===== config.mk =====
export PLATFORM = sky130hd
export DESIGN_NAME = redir_filter
export DESIGN_NICKNAME = d
export VERILOG_FILES = /design/src/rtl/redir_pkg.sv /design/src/rtl/redir_trap_timer.sv /design/src/rtl/redir_age_arb.sv /design/src/rtl/redir_filter.sv
export SDC_FILE = /design/constraint.sdc
export NUM_CORES = 1
export LEC_CHECK = 0
export CAP_MARGIN = 20
export CORE_MARGIN = 2
export CORE_UTILIZATION = 60
export DETAILED_ROUTE_END_ITERATION = 8
export DONT_BUFFER_PORTS = 1
export HOLD_SLACK_MARGIN = 0.02
export PLACE_DENSITY = 0.73
export SETUP_SLACK_MARGIN = 0.4
export SYNTH_ARGS = -nofsm -noshare
export SYNTH_HDL_FRONTEND = slang
export SYNTH_SLANG_ARGS = --single-unit

===== constraint.sdc =====
create_clock -name clk -period 7.5 [get_ports clk]
set_clock_uncertainty 0.05 [all_clocks]
set_input_delay 0.375 -clock clk [delete_from_list [all_inputs] [get_ports clk]]
set_output_delay 0.375 -clock clk [all_outputs]
set_load 0.005 [all_outputs]

===== src/rtl/redir_pkg.sv =====
package redir_pkg;

  typedef enum logic [1:0] {
    ST_IDLE  = 2'd0,
    ST_RUN   = 2'd1,
    ST_TRAPW = 2'd2,
    ST_SQSH  = 2'd3
  } status_e;

  localparam logic [1:0] CAUSE_TRAP = 2'd1;
  localparam logic [1:0] CAUSE_EXT  = 2'd2;
  localparam logic [1:0] CAUSE_MISP = 2'd3;

  localparam int N_SRC = 3;

endpackage


===== src/rtl/redir_trap_timer.sv =====
module redir_trap_timer #(
  parameter int SEQ_W    = 8,
  parameter int TRAP_LAT = 4
) (
  input  logic             clk,
  input  logic             rst,
  input  logic             raise,
  input  logic [SEQ_W-1:0] raise_seq,
  output logic             busy,
  output logic             busy_nxt,
  output logic             fire,
  output logic [SEQ_W-1:0] held_seq
);
  localparam int CNT_W = (TRAP_LAT < 2) ? 1 : $clog2(TRAP_LAT);
  localparam logic [CNT_W-1:0] CNT_INIT = CNT_W'(TRAP_LAT - 1);

  logic [CNT_W-1:0] cnt;

  assign fire     = busy && (cnt == '0);
  assign busy_nxt = busy ? !fire : raise;

  always_ff @(posedge clk) begin
    if (rst) begin
      busy     <= 1'b0;
      cnt      <= '0;
      held_seq <= '0;
    end else begin
      busy <= busy_nxt;
      if (!busy && raise) begin
        cnt      <= CNT_INIT;
        held_seq <= raise_seq;
      end else if (busy && cnt != '0) begin
        cnt <= cnt - 1'b1;
      end
    end
  end

  AST_TRAP_HELD: assert property (@(posedge clk) disable iff (rst)
    busy && raise |=> $stable(held_seq));

  AST_TRAP_WAITS: assert property (@(posedge clk) disable iff (rst)
    $rose(busy) && (TRAP_LAT > 1) |=> busy);

endmodule


===== src/rtl/redir_age_arb.sv =====
module redir_age_arb #(
  parameter int SEQ_W  = 8,
  parameter int ADDR_W = 16,
  parameter int N      = 3
) (
  input  logic [N-1:0]             req_v,
  input  logic [N-1:0][SEQ_W-1:0]  req_seq,
  input  logic [N-1:0][ADDR_W-1:0] req_tgt,
  input  logic [N-1:0]             req_taken,
  input  logic [N-1:0][1:0]        req_cause,
  input  logic [SEQ_W-1:0]         tracker,
  output logic                     accept,
  output logic [SEQ_W-1:0]         win_seq,
  output logic [ADDR_W-1:0]        win_tgt,
  output logic                     win_taken,
  output logic [1:0]               win_cause
);
  function automatic logic is_older(input logic [SEQ_W-1:0] a,
                                    input logic [SEQ_W-1:0] b);
    logic [SEQ_W-1:0] d;
    d = a - b;
    return d[SEQ_W-1];
  endfunction

  logic have;

  // Lower index wins ties: only a strictly older request replaces the holder.
  always_comb begin
    have      = 1'b0;
    win_seq   = '0;
    win_tgt   = '0;
    win_taken = 1'b0;
    win_cause = '0;
    for (int i = 0; i < N; i++) begin
      if (req_v[i] && (!have || is_older(req_seq[i], win_seq))) begin
        have      = 1'b1;
        win_seq   = req_seq[i];
        win_tgt   = req_tgt[i];
        win_taken = req_taken[i];
        win_cause = req_cause[i];
      end
    end
    accept = have && is_older(win_seq, tracker);
  end

endmodule


===== src/rtl/redir_filter.sv =====
module redir_filter
  import redir_pkg::*;
#(
  parameter int SEQ_W    = 8,
  parameter int ADDR_W   = 16,
  parameter int TRAP_LAT = 4
) (
  input  logic              clk,
  input  logic              rst,
  input  logic              disp_valid,
  input  logic [SEQ_W-1:0]  disp_seq,
  input  logic              mispr_valid,
  input  logic [SEQ_W-1:0]  mispr_seq,
  input  logic [ADDR_W-1:0] mispr_target,
  input  logic              mispr_taken,
  input  logic              trap_valid,
  input  logic [SEQ_W-1:0]  trap_seq,
  input  logic              ext_valid,
  input  logic [SEQ_W-1:0]  ext_seq,
  output logic              sq_valid,
  output logic [SEQ_W-1:0]  sq_seq,
  output logic [1:0]        sq_cause,
  output logic [ADDR_W-1:0] sq_target,
  output logic              sq_taken,
  output logic [SEQ_W-1:0]  youngest_seq,
  output logic              trap_busy,
  output logic [1:0]        status
);
  logic             t_busy_nxt, t_fire;
  logic [SEQ_W-1:0] t_seq;
  logic             seen;

  redir_trap_timer #(.SEQ_W(SEQ_W), .TRAP_LAT(TRAP_LAT)) u_timer (
    .clk(clk), .rst(rst), .raise(trap_valid), .raise_seq(trap_seq),
    .busy(trap_busy), .busy_nxt(t_busy_nxt), .fire(t_fire), .held_seq(t_seq)
  );

  logic [N_SRC-1:0]             rv;
  logic [N_SRC-1:0][SEQ_W-1:0]  rseq;
  logic [N_SRC-1:0][ADDR_W-1:0] rtgt;
  logic [N_SRC-1:0]             rtk;
  logic [N_SRC-1:0][1:0]        rcause;

  // Source index order sets tie priority: trap, external, mispredict.
  always_comb begin
    rv     = {mispr_valid, ext_valid, t_fire};
    rseq   = {mispr_seq, ext_seq, t_seq};
    rtgt   = {mispr_target, {ADDR_W{1'b0}}, {ADDR_W{1'b0}}};
    rtk    = {mispr_taken, 1'b0, 1'b0};
    rcause = {CAUSE_MISP, CAUSE_EXT, CAUSE_TRAP};
  end

  logic              acc;
  logic [SEQ_W-1:0]  w_seq;
  logic [ADDR_W-1:0] w_tgt;
  logic              w_tk;
  logic [1:0]        w_cause;

  redir_age_arb #(.SEQ_W(SEQ_W), .ADDR_W(ADDR_W), .N(N_SRC)) u_arb (
    .req_v(rv), .req_seq(rseq), .req_tgt(rtgt), .req_taken(rtk),
    .req_cause(rcause), .tracker(youngest_seq), .accept(acc),
    .win_seq(w_seq), .win_tgt(w_tgt), .win_taken(w_tk), .win_cause(w_cause)
  );

  status_e st_nxt;
  always_comb begin
    if (acc)                     st_nxt = ST_SQSH;
    else if (t_busy_nxt)         st_nxt = ST_TRAPW;
    else if (seen || disp_valid) st_nxt = ST_RUN;
    else                         st_nxt = ST_IDLE;
  end

  always_ff @(posedge clk) begin
    if (rst) begin
      sq_valid     <= 1'b0;
      sq_seq       <= '0;
      sq_cause     <= '0;
      sq_target    <= '0;
      sq_taken     <= 1'b0;
      youngest_seq <= '0;
      seen         <= 1'b0;
      status       <= ST_IDLE;
    end else begin
      sq_valid <= acc;
      if (acc) begin
        sq_seq    <= w_seq;
        sq_cause  <= w_cause;
        sq_target <= w_tgt;
        sq_taken  <= w_tk;
      end
      if (acc)             youngest_seq <= w_seq;
      else if (disp_valid) youngest_seq <= disp_seq;
      seen   <= seen | disp_valid;
      status <= st_nxt;
    end
  end

  AST_BCAST_OLDER: assert property (@(posedge clk) disable iff (rst)
    sq_valid |-> (($signed(sq_seq - $past(youngest_seq))) < 0));

  AST_TRACKER_DROPS: assert property (@(posedge clk) disable iff (rst)
    sq_valid |-> (youngest_seq == sq_seq));

  AST_TRAP_AFTER_WAIT: assert property (@(posedge clk) disable iff (rst)
    sq_valid && sq_cause == CAUSE_TRAP |-> $past(trap_busy));

  AST_NONMISP_CLEAN: assert property (@(posedge clk) disable iff (rst)
    sq_valid && sq_cause != CAUSE_MISP |-> (sq_target == '0 && !sq_taken));

  AST_SQ_STATUS: assert property (@(posedge clk) disable iff (rst)
    sq_valid |-> status == ST_SQSH);

endmodule


Word level (Yosys, flattened, before mapping)
Index checks and enable logic that the tools add are counted.
- add/sub/neg operators: 4
- multiplexer cells: 19
- bitwise operators: 1
- reductions and logical operators: 17
- operators with widths (cell ; count):
    8-bit two-way mux ; 5
    8-bit subtractor ; 3
    16-bit two-way mux ; 1
    2-bit two-way mux ; 6
    1-bit two-way mux ; 7
    1-bit logical AND ; 6
    2-bit nonzero test ; 3
    1-bit logical NOT ; 4
    1-bit logical OR ; 3
    2-bit logical NOT ; 1
    2-bit by 1-bit subtractor with 2-bit output, second input constant ; 1
    1-bit bitwise OR ; 1
- bits in registers: 50
- input bits: 55
- output and inout port bits: 39
- logic and storage cells: 52

Longest topological paths before layout
Gate-level depths: netlist of run 1.
- depth after elaboration: 14
- depth in mapped cells: 33
- gate-level depth less buffers: 29

Hierarchy
Synthesis of run 1 repeated with hierarchy kept, for this count alone.
- cells, all modules: 424
- area, all modules: 3397.0 µm²
- by module, submodules not included (module ; instances ; cells each ; area each (µm²) ; seq. area each (µm²)):
    redir_filter ; 1 ; 136 ; 1487.7 ; 780.7
    redir_age_arb ; 1 ; 247 ; 1478.9 ; 0.0
    redir_trap_timer ; 1 ; 41 ; 430.4 ; 220.2

Worst setup path before layout of run 1
Ideal clock, no wire load.
- path kind: register -> register
- from: register u_timer.cnt[0]
- to: register sq_seq[6]
- arrival time: 6.327 ns
- required time: 7.329 ns
- setup slack: 1.002 ns
- cell stages (with the launch flop): 32
- buffers on the path: 4
- period minus slack after synthesis: 6.498 ns
- path through: dfxtp_1 -> inv_1 -> ha_1 -> and2_1 -> clkbuf_1 -> nand2_1 -> ha_1 -> a211o_1 -> a31o_1 -> buf_2 -> mux2i_1 -> nor4b_2 -> clkbuf_1 -> nand2_1 -> o21ai_0 -> inv_1 -> ha_1 -> a211o_1 -> a21o_1 -> and2_1 -> nor3_1 -> o21ai_1 -> nor3_1 -> a21oi_1 -> ha_1 -> o211ai_1 -> a311o_1 -> o31a_1 -> o211a_2 -> nor2_4 -> buf_6 -> mux2_4
- longest elaborated chain between the ends: 13
- elaborated cells on any way between the ends: 18
- classes of those cells: 3 x add/sub; 6 x mux; 9 x reduce/logical
- RTL lines (what ; RTL line ; source):
    start, declared ; redir_trap_timer.sv:17 ; logic [CNT_W-1:0] cnt;
    start signal, assigned ; redir_trap_timer.sv:33 ; cnt <= cnt - 1'b1;
    2-bit logical NOT * ; redir_trap_timer.sv:19 ; assign fire = busy && (cnt == '0);
    1-bit logical AND * ; redir_trap_timer.sv:19 ;
    8-bit two-way mux / 1-bit two-way mux (equally long branches) ; redir_age_arb.sv:35 ; if (req_v[i] && (!have || is_older(req_seq[i], win_seq))) begin
    8-bit subtractor / 1-bit logical NOT (equally long branches) ; redir_age_arb.sv:21, redir_age_arb.sv:35 ;
    1-bit logical OR ; redir_age_arb.sv:35 ;
    1-bit logical AND ; redir_age_arb.sv:35 ;
    8-bit two-way mux / 1-bit two-way mux (equally long branches) ; redir_age_arb.sv:35 ;
    8-bit subtractor / 1-bit logical NOT (equally long branches) ; redir_age_arb.sv:21, redir_age_arb.sv:35 ;
    1-bit logical OR ; redir_age_arb.sv:35 ;
    1-bit logical AND ; redir_age_arb.sv:35 ;
    8-bit two-way mux * ; redir_age_arb.sv:35 ;
    via u_arb.win_seq[6] ; redir_age_arb.sv:13 ; output logic [SEQ_W-1:0] win_seq,
    8-bit subtractor ; redir_age_arb.sv:21 ; d = a - b;
    1-bit logical AND ; redir_age_arb.sv:43 ; accept = have && is_older(win_seq, tracker);
    end signal, assigned ; redir_filter.sv:86 ; sq_seq <= w_seq;
    end, declared ; redir_filter.sv:21 ; output logic [SEQ_W-1:0] sq_seq,
Mark *: on every way through the listed nets, which the timed path passes. The rest lies on a longest branch.
A chain may end at the register's enable or synchronous reset.

Worst setup path after layout of run 1
- from: register u_timer.cnt[0]
- to: register sq_seq[4]
- longest elaborated chain between the ends: 13
- elaborated cells on any way between the ends: 18
- classes of those cells: 3 x add/sub; 6 x mux; 9 x reduce/logical
- RTL lines (what ; RTL line):
    2-bit logical NOT * ; redir_trap_timer.sv:19
    1-bit logical AND * ; redir_trap_timer.sv:19
    8-bit two-way mux / 1-bit two-way mux (equally long branches) ; redir_age_arb.sv:35
    8-bit subtractor / 1-bit logical NOT (equally long branches) ; redir_age_arb.sv:21, redir_age_arb.sv:35
    1-bit logical OR ; redir_age_arb.sv:35
    1-bit logical AND ; redir_age_arb.sv:35
    8-bit two-way mux / 1-bit two-way mux (equally long branches) ; redir_age_arb.sv:35
    8-bit subtractor / 1-bit logical NOT (equally long branches) ; redir_age_arb.sv:21, redir_age_arb.sv:35
    1-bit logical OR ; redir_age_arb.sv:35
    1-bit logical AND ; redir_age_arb.sv:35
    8-bit two-way mux * ; redir_age_arb.sv:35
    via u_arb.win_seq[6] ; redir_age_arb.sv:13
    8-bit subtractor * ; redir_age_arb.sv:21
    1-bit logical AND * ; redir_age_arb.sv:43
Marked as above.

==> flow_summary.yaml, run 1 <==
global_route:
  busiest_layer: "met2"
  global_route.usage.met1: 0.297
  grt_antenna_before_repair: 0
  grt_use_total: 0.237
  grt_max_degree: 60
  grt_pass1_vias: 2494
  grt_first_pass_wirelength_um: 11600
  grt-ovfl-total: 0
  grt_util_met2: 0.396
  grtUsageMet3: 0.0698
critical_path:
  worst_setup_path_startpoint: "u_timer.cnt[0]"
  worstReg2RegEnd: "sq_seq[4]"
  worst_setup_path_endpoint: "sq_seq[4]"
  crit_path_top_delay_cell: "a2111oi_0"
  r2r_slack_ns: 0.88
  cp_data_required_time_ns: 7.65
  category_of_cells_accounting_for_the_largest_share_of_critical_path_delay: "compound AO/OA/AOI/OAI gates"
  worstPathBufferInverterCount: 4
  max_stage_delay_ns: 0.47
  timing.critical_path.mode_cell: "ha_1"
  cp_max_fo: 14
  timing.critical_path.from_type: "flip-flop"
  criticalPathCategory: "flip-flop to flip-flop"
  ff2ff_path_depth: 29
  worstSetupEndpointType: "flip-flop"
  worst-endpoint-arrival_ns: 6.77
  cp_num_cells: 29
  r2r-start: "u_timer.cnt[0]"
yosys:
  synth_nets: 457
  post_synth_instance_area_mm2: 0.00324
  yosys_register_bits: 50
  post_synth_num_cell_types: 58
  syn_avg_cell_area_um2: 8.45
  total_number_of_yosys_warnings: 0
  asyncSetResetFlopFracSynth: 0
  ys_dominant_reg_cell: "dfxtp_1"
  synth-edff-count: 0
  post_synth_inst_count: 383
  synth_seq_area_share: 0.309
routing:
  drtAntennaViolNets: 0
  drt_wl_total_um: 7310
  dr_drc_count: 0
  viasPerCell: 5.86
  first_iter_violations: 175
  wl_per_cell_um: 16.0
  drt_pass1_iterations: 4
  total_via_count_in_the_routed_design: 2679
final_layout:
  mostFrequentLayoutCells: "nand2_1 (55), dfxtp_1 (50), mux2i_1 (27)"
  layout.area.seq_mm2: 0.00100
  antennaDiodeCount: 0
  nNetsFinal: 460
  fin_area_mm2: 0.00346
  final_common_cell: "nand2_1"
  num-fill-cells: 470
  multiInputGateArea_mm2: 0.00209
  drive_above_1_share: 0.150
  syn2layout_area_growth_pct: 6.88
clocking:
  cts_inserted_buffers: 5
  cts_tree: "built"
  clock_insertion_delay_worst_skew_ns: 0.30
  cts_root_buf: "clkbuf_8"
  post_cts_hold_buffer_count: 0
  htreeDepth: 2
  max-clock-path-buffers: 2
  clk_pin_slew_worst_paths_ns: 0.10
  clock_sinks: 50
place:
  place_ws_ns: 0.457
  dp_hpwl_um: 5590
  buffer_ports.inserted: 0
  gpl.final_weighted_congestion: 0.880
  place_area_mm2: 0.00326
timing:
  fin_crit_ns: 6.62
  final-max-slew-violation-count: 0
  holdWs_ns: 0.113
  final-hold-violation-count: 0
  setup_viol_count_final: 0
  final_min_period_over_clock_period: 0.882
  slew-limit-headroom: 0.585
  rsz0062_at_grt: "false"
  finalSetupTns_ns: 0
  layout_setup_ws_ns: 0.884
  tightest_slew_ns: 0.621
  clock.fmax_ghz: 0.151
outcome:
  status: "finished clean"
floorplanning:
  row_count: 26
  number_of_i_o_pins: 94
  die_width_um: 77.4
  start_util: 0.630
  core_area_mm2: 0.00514
  fp.dieArea_mm2: 0.00600
  height_of_the_chip_um: 77.4
power_and_ir_drop:
  vdd_drop_max_uv: 167
  pwr_density_cell_mw_per_mm2: 266
  total_power_w: 0.000919
  total_leakage_power_nw: 1.43
worst_hold_path:
  worstHoldPathType: "input pin to flip-flop"
flow_run:
  drv.max_cap_violation_count: 0
## metrics by stage
step | utilization | std cells
2_1_floorplan | - | 383
3_3_place_gp | 0.634 | 438
3_5_place_dp | 0.634 | 438
4_1_cts | 0.654 | 446
5_1_grt | 0.673 | 457
6_report | 0.673 | 457
## worst register-to-register path: cells and delay by family, from the launching register on
family	cells	cell delay, ns
AO/OA/AOI/OAI	13	2.78
AND/OR/NAND/NOR	7	1.35
buffers and inverters	4	0.53
adder cells (fa/ha/maj)	4	1.19
multiplexers	1	0.33
flip-flops	1	0.31
## cell usage after synthesis (all sizes together) (2+ instances only)
master	n	area, um^2
a211o	4	35.0
a211oi	5	47.5
a21boi	2	15.0
a21oi	24	124
a221oi	2	23.8
a22oi	2	20.0
a31o	2	17.5
a31oi	2	12.5
a41oi	2	17.5
and2	3	18.8
buf	5	36.3
clkbuf	13	48.8
dfxtp	50	1000
ha	19	238
inv	19	71.3
mux2	18	244
mux2i	27	270
nand2	56	210
nand2b	19	119
nand3	6	30.0
nand4	3	18.8
nor2	26	105
nor2b	18	113
nor3	13	65.1
nor3b	2	15.0
o21ai	17	85.1
o31ai	2	15.0
xnor2	3	33.8
## repair_timing
item,CTS,global route
buffers inserted,0,10
resized for setup,0,6
setup endpoints to repair,0,38
## registers in the layout, summed over array words and instances, names as in the netlist
| signal | flops |
|---|---|
| sq_taken | 1 |
| status | 2 |
| sq_valid | 1 |
| sq_cause | 2 |
| seen | 1 |
| u_timer.busy | 1 |
| sq_target | 16 |
| sq_seq | 8 |
| u_timer.held_seq | 8 |
| youngest_seq | 8 |
| u_timer.cnt | 2 |
## report_power, final
group          switching [W]  internal, W  leakage [nW]
clock              0.0000905    0.0000760        0.0478
combinational       0.000179     0.000203         0.976
sequential         0.0000479     0.000321         0.411
## per-layer routing
metal / routed length (um) / share of wire
met1: 3150 / 0.43
met5: 0 / 0
met3: 548 / 0.075
met2: 3500 / 0.48
met4: 104 / 0.014
## layout make-up
cell class              instances  area share
flip-flops and latches         50       0.289
well taps                      70      0.0253
clock inverters                 2     0.00470
inverters                      19      0.0206
multi-input cells             296       0.606
clock buffers                   6      0.0239
repair buffers                 14      0.0304
## kinds of logic after synthesis
| logic type | share of synthesized area |
|---|---|
| AO/OA/AOI/OAI | 0.165 |
| multiplexers | 0.159 |
| adder cells (fa/ha/maj) | 0.0735 |
| buffers and inverters | 0.0483 |
| AND/OR/NAND/NOR | 0.234 |
| flip-flops | 0.309 |
| XOR/XNOR | 0.0104 |
## how the worst min path moves through the flow
stage	startpoint	to	slack, ns	cells after the start
after detailed placement	u_timer.held_seq[4]	u_timer.held_seq[4]	0.40	2
after global routing	rst	u_timer.held_seq[4]	0.08	1
after global placement	u_timer.held_seq[4]	u_timer.held_seq[4]	0.39	2
after CTS	rst	u_timer.held_seq[1]	0.08	1
final	rst	u_timer.held_seq[1]	0.11	1
after floorplan	u_timer.held_seq[1]	u_timer.held_seq[1]	0.39	2
Power figures use the tool's default switching activity.
==> run 2, diff against run 1 <==
- SYNTH_HIERARCHICAL: default -> 1
==> run 2 against run 1 <==
Cell count up 16%. Critical endpoint is now youngest_seq[1]. Synthesized area up 5.0%. Register-to-register slack worse by 0.14 ns. Sequential power up 10%. Clock power up 24%. Count of clock-buffer cells in the layout unchanged. Largest cell class unchanged. Utilization up 2.4 points. Maximum frequency down 2.0%. Largest power group unchanged. Critical path depth up 3.
==> flow_summary.yaml, run 2 <==
outcome:
  status: "finished clean"
final_layout:
  nNetsFinal: 532
  mostFrequentLayoutCells: "nor2_1 (74), nand2_1 (53), dfxtp_1 (50)"
  registers.top_by_ff_count: "sq_target"
  syn2layout_area_growth_pct: 12.3
  final-instance-count-excl-fill: 531
  antennaDiodeCount: 0
  largest_register_ffs: 16
  drive_above_1_share: 0.111
  final_common_cell: "nor2_1"
routing:
  dr_drc_count: 0
  drt_wl_total_um: 7710
  drt_pass1_iterations: 4
  drtAntennaViolNets: 0
  total_via_count_in_the_routed_design: 2921
  wl_per_cell_um: 14.5
  viasPerCell: 5.50
  first_iter_violations: 123
worst_hold_path:
  worstHoldPathType: "input pin to flip-flop"
  hold_path_depth: 1
  hp-start: "rst"
  holdPathEnd: "u_timer/held_seq[1]"
timing:
  finalSetupTns_ns: 0
  clock.fmax_ghz: 0.148
  tightest_slew_ns: 0.877
  final-max-slew-violation-count: 0
  final-hold-violation-count: 0
  setup_viol_count_final: 0
  slew-limit-headroom: 0.414
  rsz0062_at_grt: "false"
  fin_crit_ns: 6.75
  final_min_period_over_clock_period: 0.901
yosys:
  synth_seq_area_share: 0.295
  synthDominantAreaCellType: "dfxtp_1"
  main_combinational_cell_family_by_area_after_synthesis: "simple AND/OR/NAND/NOR gates"
  post_synth_inst_count: 424
  asyncSetResetFlopFracSynth: 0
  yosys.area_share.simple: 0.213
  total_number_of_yosys_warnings: 6
  yosys.cell_count.top_type: "nor2_1"
  synthAdderAreaFrac: 0.0700
  yosys_register_bits: 50
  post_synth_instance_area_mm2: 0.00340
  syn_avg_cell_area_um2: 8.01
  yosys-mux-area-fraction: 0.158
  post_synth_xor_area_fraction: 0.00516
  ys_dominant_reg_cell: "dfxtp_1"
  synth_top_area_frac: 0.295
  post_synth_main_area_contributors: "dfxtp_1 (29%), mux2i_1 (15%), nor2_1 (8.2%)"
  synth-edff-count: 0
  yosys-top-cells-count: "nor2_1 (74), nand2_1 (53), mux2i_1 (51), dfxtp_1 (50), a21oi_1 (28)"
  synth-compound-area-share: 0.190
  post_synth_num_cell_types: 59
floorplanning:
  height_of_the_chip_um: 79.2
  start_util: 0.621
  number_of_i_o_pins: 94
  fp.dieArea_mm2: 0.00628
  die_width_um: 79.2
  core_area_mm2: 0.00547
  row_count: 27
place:
  dp_cells: 513
  dp_hpwl_um: 5550
  buffer_ports.inserted: 0
  gpl.final_weighted_congestion: 0.892
critical_path:
  crit_path_top_delay_cell: "nor4b_4"
  cp_data_required_time_ns: 7.67
  worst-endpoint-arrival_ns: 6.93
  timing.critical_path.mode_cell: "ha_1"
  r2r-start: "u_timer/cnt[0]"
  criticalPathCategory: "flip-flop to flip-flop"
  worstSetupEndpointType: "flip-flop"
  r2r_slack_ns: 0.75
  cp_max_fo: 22
  max_stage_delay_ns: 0.33
  ff2ff_path_depth: 32
  worstReg2RegEnd: "youngest_seq[1]"
  timing.critical_path.from_type: "flip-flop"
flow_run:
  drv.max_cap_violation_count: 0
clocking:
  max-clock-path-buffers: 2
  clock_sinks: 50
  clk_pin_slew_worst_paths_ns: 0.10
  cts_tree: "built"
  htreeDepth: 2
  clock_insertion_delay_worst_skew_ns: 0.30
  cts_root_buf: "clkbuf_8"
  cts_inserted_buffers: 5
power_and_ir_drop:
  vdd_drop_max_uv: 208
  pwr_density_cell_mw_per_mm2: 300
  total_leakage_power_nw: 1.64
global_route:
  grt-ovfl-total: 0
  grt_use_total: 0.242
  grt_max_degree: 51
  grt_antenna_before_repair: 0
  grt_first_pass_wirelength_um: 12100
  grt_pass1_vias: 2697
[run 2: changes by cell type after synthesis, sizes merged, moves of 4 or more]
cell     delta
buf         +9
nand2b     -19
mux2i      +24
nor2       +48
mux2       -16
nor3        -8
a21oi       +6
o2111ai     +4
o21ai       +5
o21a        +5
nor2b       -9
a211oi      +6
[run 2: through the flow]
stage / util / power (W) / hold slack [ns] / area [um^2] / setup WS [ns]
4_1_cts: 0.677 / 0.00112 / 0.0631 / 3700 / 0.458
5_1_grt: 0.697 / 0.00122 / 0.0649 / 3810 / 0.347
2_1_floorplan: - / 0.000845 / 0.391 / 3550 / 0.411
6_report: 0.697 / 0.00114 / 0.0781 / 3810 / 0.746
3_5_place_dp: 0.647 / 0.000902 / 0.401 / 3540 / -0.0633
3_3_place_gp: 0.647 / 0.000890 / 0.399 / 3540 / 0.259
[run 2: critical path: cells and delay by family (launching register included)]
| kind | cells | cell delay, ns |
|---|---|---|
| AO/OA/AOI/OAI | 12 | 2.52 |
| adder cells (fa/ha/maj) | 4 | 1.08 |
| buffers and inverters | 5 | 0.74 |
| flip-flops | 1 | 0.32 |
| multiplexers | 2 | 0.47 |
| AND/OR/NAND/NOR | 9 | 1.52 |
[run 2: power by group]
part | internal, W | switching [W]
clock network | 0.000110 | 0.0000969
registers | 0.000342 | 0.0000650
logic | 0.000257 | 0.000273
[run 2: worst max path at each step]
stage,slack (ns),to,depth (start not counted),startpoint
CTS,0.46,youngest_seq[3],30,u_timer/cnt[1]
detailed placement,-0.06,youngest_seq[1],30,u_timer/cnt[0]
finish,0.75,youngest_seq[1],32,u_timer/cnt[0]
global route,0.35,youngest_seq[3],31,u_timer/cnt[0]
global placement,0.26,youngest_seq[1],30,u_timer/cnt[1]
floorplan,0.41,sq_cause[1],36,u_timer/cnt[1]
[run 2: logic make-up after synthesis]
| family | count (synthesis) |
|---|---|
| other cells | 2 |
| buf+inv | 44 |
| flops | 50 |
| xor+xnor | 2 |
| simple gates | 160 |
| fa+ha+maj | 19 |
| compound gates | 94 |
| mux | 53 |
[run 2: metal layers]
metal | share of wire | wire length, um | vias to the layer above | GRT usage
met5 | 0 | 0 | - | 0
met4 | 0.012 | 95 | 0 | 0.102
met3 | 0.067 | 515 | 10 | 0.0443
met2 | 0.50 | 3880 | 82 | 0.420
met1 | 0.42 | 3220 | 1336 | 0.291
li1 | - | - | 1493 | -
[run 2: layout make-up]
cell class	instances	area (um^2)
Fill cell	487	1660
Inverter	17	63.8
Clock buffer	6	82.6
Sequential cell	50	1000
Multi-Input combinational cell	369	2400
Clock inverter	2	38.8
Timing Repair Buffer	15	141
Tap cell	72	90.1
[run 2: what timing repair did]
| action | CTS | global route |
|---|---|---|
| endpoints found under the setup margin | 38 | 38 |
| gates resized for setup | 6 | 9 |
| buffers inserted | 2 | 7 |
| hold buffers | 0 | 0 |
| pin swaps | 1 | 2 |
| hold endpoints to repair | 0 | 0 |
| cloned | 1 | 0 |
==> run 3, diff against run 2 <==
--- a/constraint.sdc
+++ b/constraint.sdc
@@ -4,2 +4,2 @@
 set_output_delay 0.375 -clock clk [all_outputs]
-set_load 0.005 [all_outputs]
+set_load 0.02 [all_outputs]
==> run 3 against run 2 <==
Clock power shrank 20%. Largest cell class unchanged. Critical path type unchanged. Maximum frequency shrank 4.8%. Register-to-register slack lost 0.34 ns. Combinational power grew 28%. Total power grew 16%. Critical path depth shrank 1.
==> flow_summary.yaml, run 3 (synthesis gave the netlist of run 2 again) <==
outcome:
  status: "finished clean"
power_and_ir_drop:
  clock_power_share: 0.124
  power.net_switching_w: 0.000557
  vdd_drop_max_uv: 189
  internal-power_w: 0.000773
  total_leakage_power_nw: 1.72
  power.combinational.fraction: 0.510
  pwr_density_cell_mw_per_mm2: 328
  part_of_the_total_power_dissipated_in_sequential_elements: 0.366
  power_switching_share: 0.419
clocking:
  max-clock-path-buffers: 2
  cts_root_buf: "clkbuf_8"
  cts_inserted_buffers: 5
  clock_sinks: 50
  cts_tree: "built"
  htreeDepth: 2
  post_cts_hold_buffer_count: 0
  clock_insertion_delay_worst_skew_ns: 0.30
  clk_pin_slew_worst_paths_ns: 0.10
floorplanning:
  number_of_i_o_pins: 94
  height_of_the_chip_um: 79.2
  core_area_mm2: 0.00547
  fp.dieArea_mm2: 0.00628
  start_util: 0.621
  row_count: 27
  die_width_um: 79.2
routing:
  drt_pass1_iterations: 5
  dr_drc_count: 0
  viasPerCell: 5.66
  drt_wl_total_um: 9010
  first_iter_violations: 166
  drtAntennaViolNets: 0
  total_via_count_in_the_routed_design: 3074
  wl_per_cell_um: 16.6
timing:
  rsz0062_at_grt: "false"
  final_min_period_over_clock_period: 0.946
  tightest_slew_ns: 0.943
  finalSetupTns_ns: 0
  fin_crit_ns: 7.09
  final-max-slew-violation-count: 0
  setup_viol_count_final: 0
  final-hold-violation-count: 0
  clock.fmax_ghz: 0.141
  slew-limit-headroom: 0.370
flow_run:
  drv.max_cap_violation_count: 0
global_route:
  grt_max_degree: 51
  grt_pass1_vias: 2710
  grt_first_pass_wirelength_um: 12300
  grt-ovfl-total: 0
  grt_antenna_before_repair: 0
  grt_use_total: 0.245
place:
  dp_hpwl_um: 5780
  buffer_ports.inserted: 0
  gpl.final_weighted_congestion: 0.877
  dp_cells: 513
critical_path:
  cp_data_required_time_ns: 7.64
  ff2ff_path_depth: 31
  criticalPathCategory: "flip-flop to flip-flop"
  max_stage_delay_ns: 0.54
  timing.critical_path.from_type: "flip-flop"
  worst-endpoint-arrival_ns: 7.24
  cp_max_fo: 20
  crit_path_top_delay_cell: "nor3_4"
  r2r_slack_ns: 0.41
  worstSetupEndpointType: "flip-flop"
final_layout:
  syn2layout_area_growth_pct: 19.2
  nNetsFinal: 544
  post-route-util: 0.740
  final-instance-count-excl-fill: 543
  mostFrequentLayoutCells: "nor2_1 (74), nand2_1 (52), dfxtp_1 (49)"
  antennaDiodeCount: 0
  drive_above_1_share: 0.159
  largest_register_ffs: 16
  final_common_cell: "nor2_1"
  registers.top_by_ff_count: "sq_target"
worst_hold_path:
  hold_path_depth: 1
  worstHoldPathType: "input pin to flip-flop"
run 3: cell types whose count changed in the layout (fill, tap and decap cells not counted), moves of 2 or more:
cell | previous run | this run
a21oi_4 | 1 | 3
a21oi_1 | 27 | 24
ha_4 | 0 | 2
ha_1 | 19 | 16
buf_12 | 2 | 4
mux2i_1 | 48 | 45
clkbuf_16 | 0 | 2
mux2i_4 | 1 | 3
buf_4 | 12 | 19
run 3: per-stage QoR:
step	total power (W)	worst slack, ns	area [um^2]	hold WS, ns
global route	0.00140	0.137	4050	0.0726
finish	0.00133	0.408	4050	0.0852
global placement	0.000980	0.397	3550	0.398
detailed placement	0.000991	0.151	3550	0.397
CTS	0.00116	0.449	3680	0.0718
floorplan	0.000925	0.467	3550	0.391
run 3: final cells by class:
| cell class | count | area (um^2) |
|---|---|---|
| clock buffers | 6 | 82.6 |
| clock inverters | 2 | 12.5 |
| fillers | 402 | 1420 |
| inverters | 17 | 63.8 |
| multi-input cells | 370 | 2510 |
| flip-flops and latches | 50 | 1000 |
| well taps | 72 | 90.1 |
| repair buffers | 26 | 284 |
run 3: path summary, 6_finish.rpt:
kind             startpoint                   to
max          u_timer/cnt[0]         sq_target[8]
min                     rst  u_timer/held_seq[4]
max reg2reg  u_timer/cnt[0]         sq_target[8]
min reg2reg  u_timer/cnt[1]       u_timer/cnt[1]
run 3: worst max-delay path, delay by kind of cell (launching register included):
family | cells | cell delay (ns)
mux | 3 | 0.85
simple gates | 9 | 1.94
compound gates | 11 | 2.27
buf+inv | 4 | 0.55
flops | 1 | 0.33
fa+ha+maj | 4 | 1.00
run 3: timing repair:
action,4_1_cts,5_1_grt
setup buffers,1,17
resized for setup,9,27
setup endpoints to repair,38,38
pin swaps,1,14
cloned,0,4
run 3: power groups by stage:
stage / clock, W / combinational, W / sequential [W]
6_report: 0.000165 / 0.000678 / 0.000487
2_1_floorplan: 0 / 0.000451 / 0.000474
4_1_cts: 0.000168 / 0.000510 / 0.000487
3_3_place_gp: 0 / 0.000487 / 0.000493
3_5_place_dp: 0 / 0.000498 / 0.000493
5_1_grt: 0.000176 / 0.000730 / 0.000495
run 3: per-layer routing:
layer | global-route usage | routed length [um] | vias up
li1 | - | - | 1528
met1 | 0.299 | 3750 | 1427
met2 | 0.436 | 4480 | 97
met3 | 0.0545 | 533 | 22
met4 | 0.0586 | 250 | 0
met5 | 0 | 0 | -
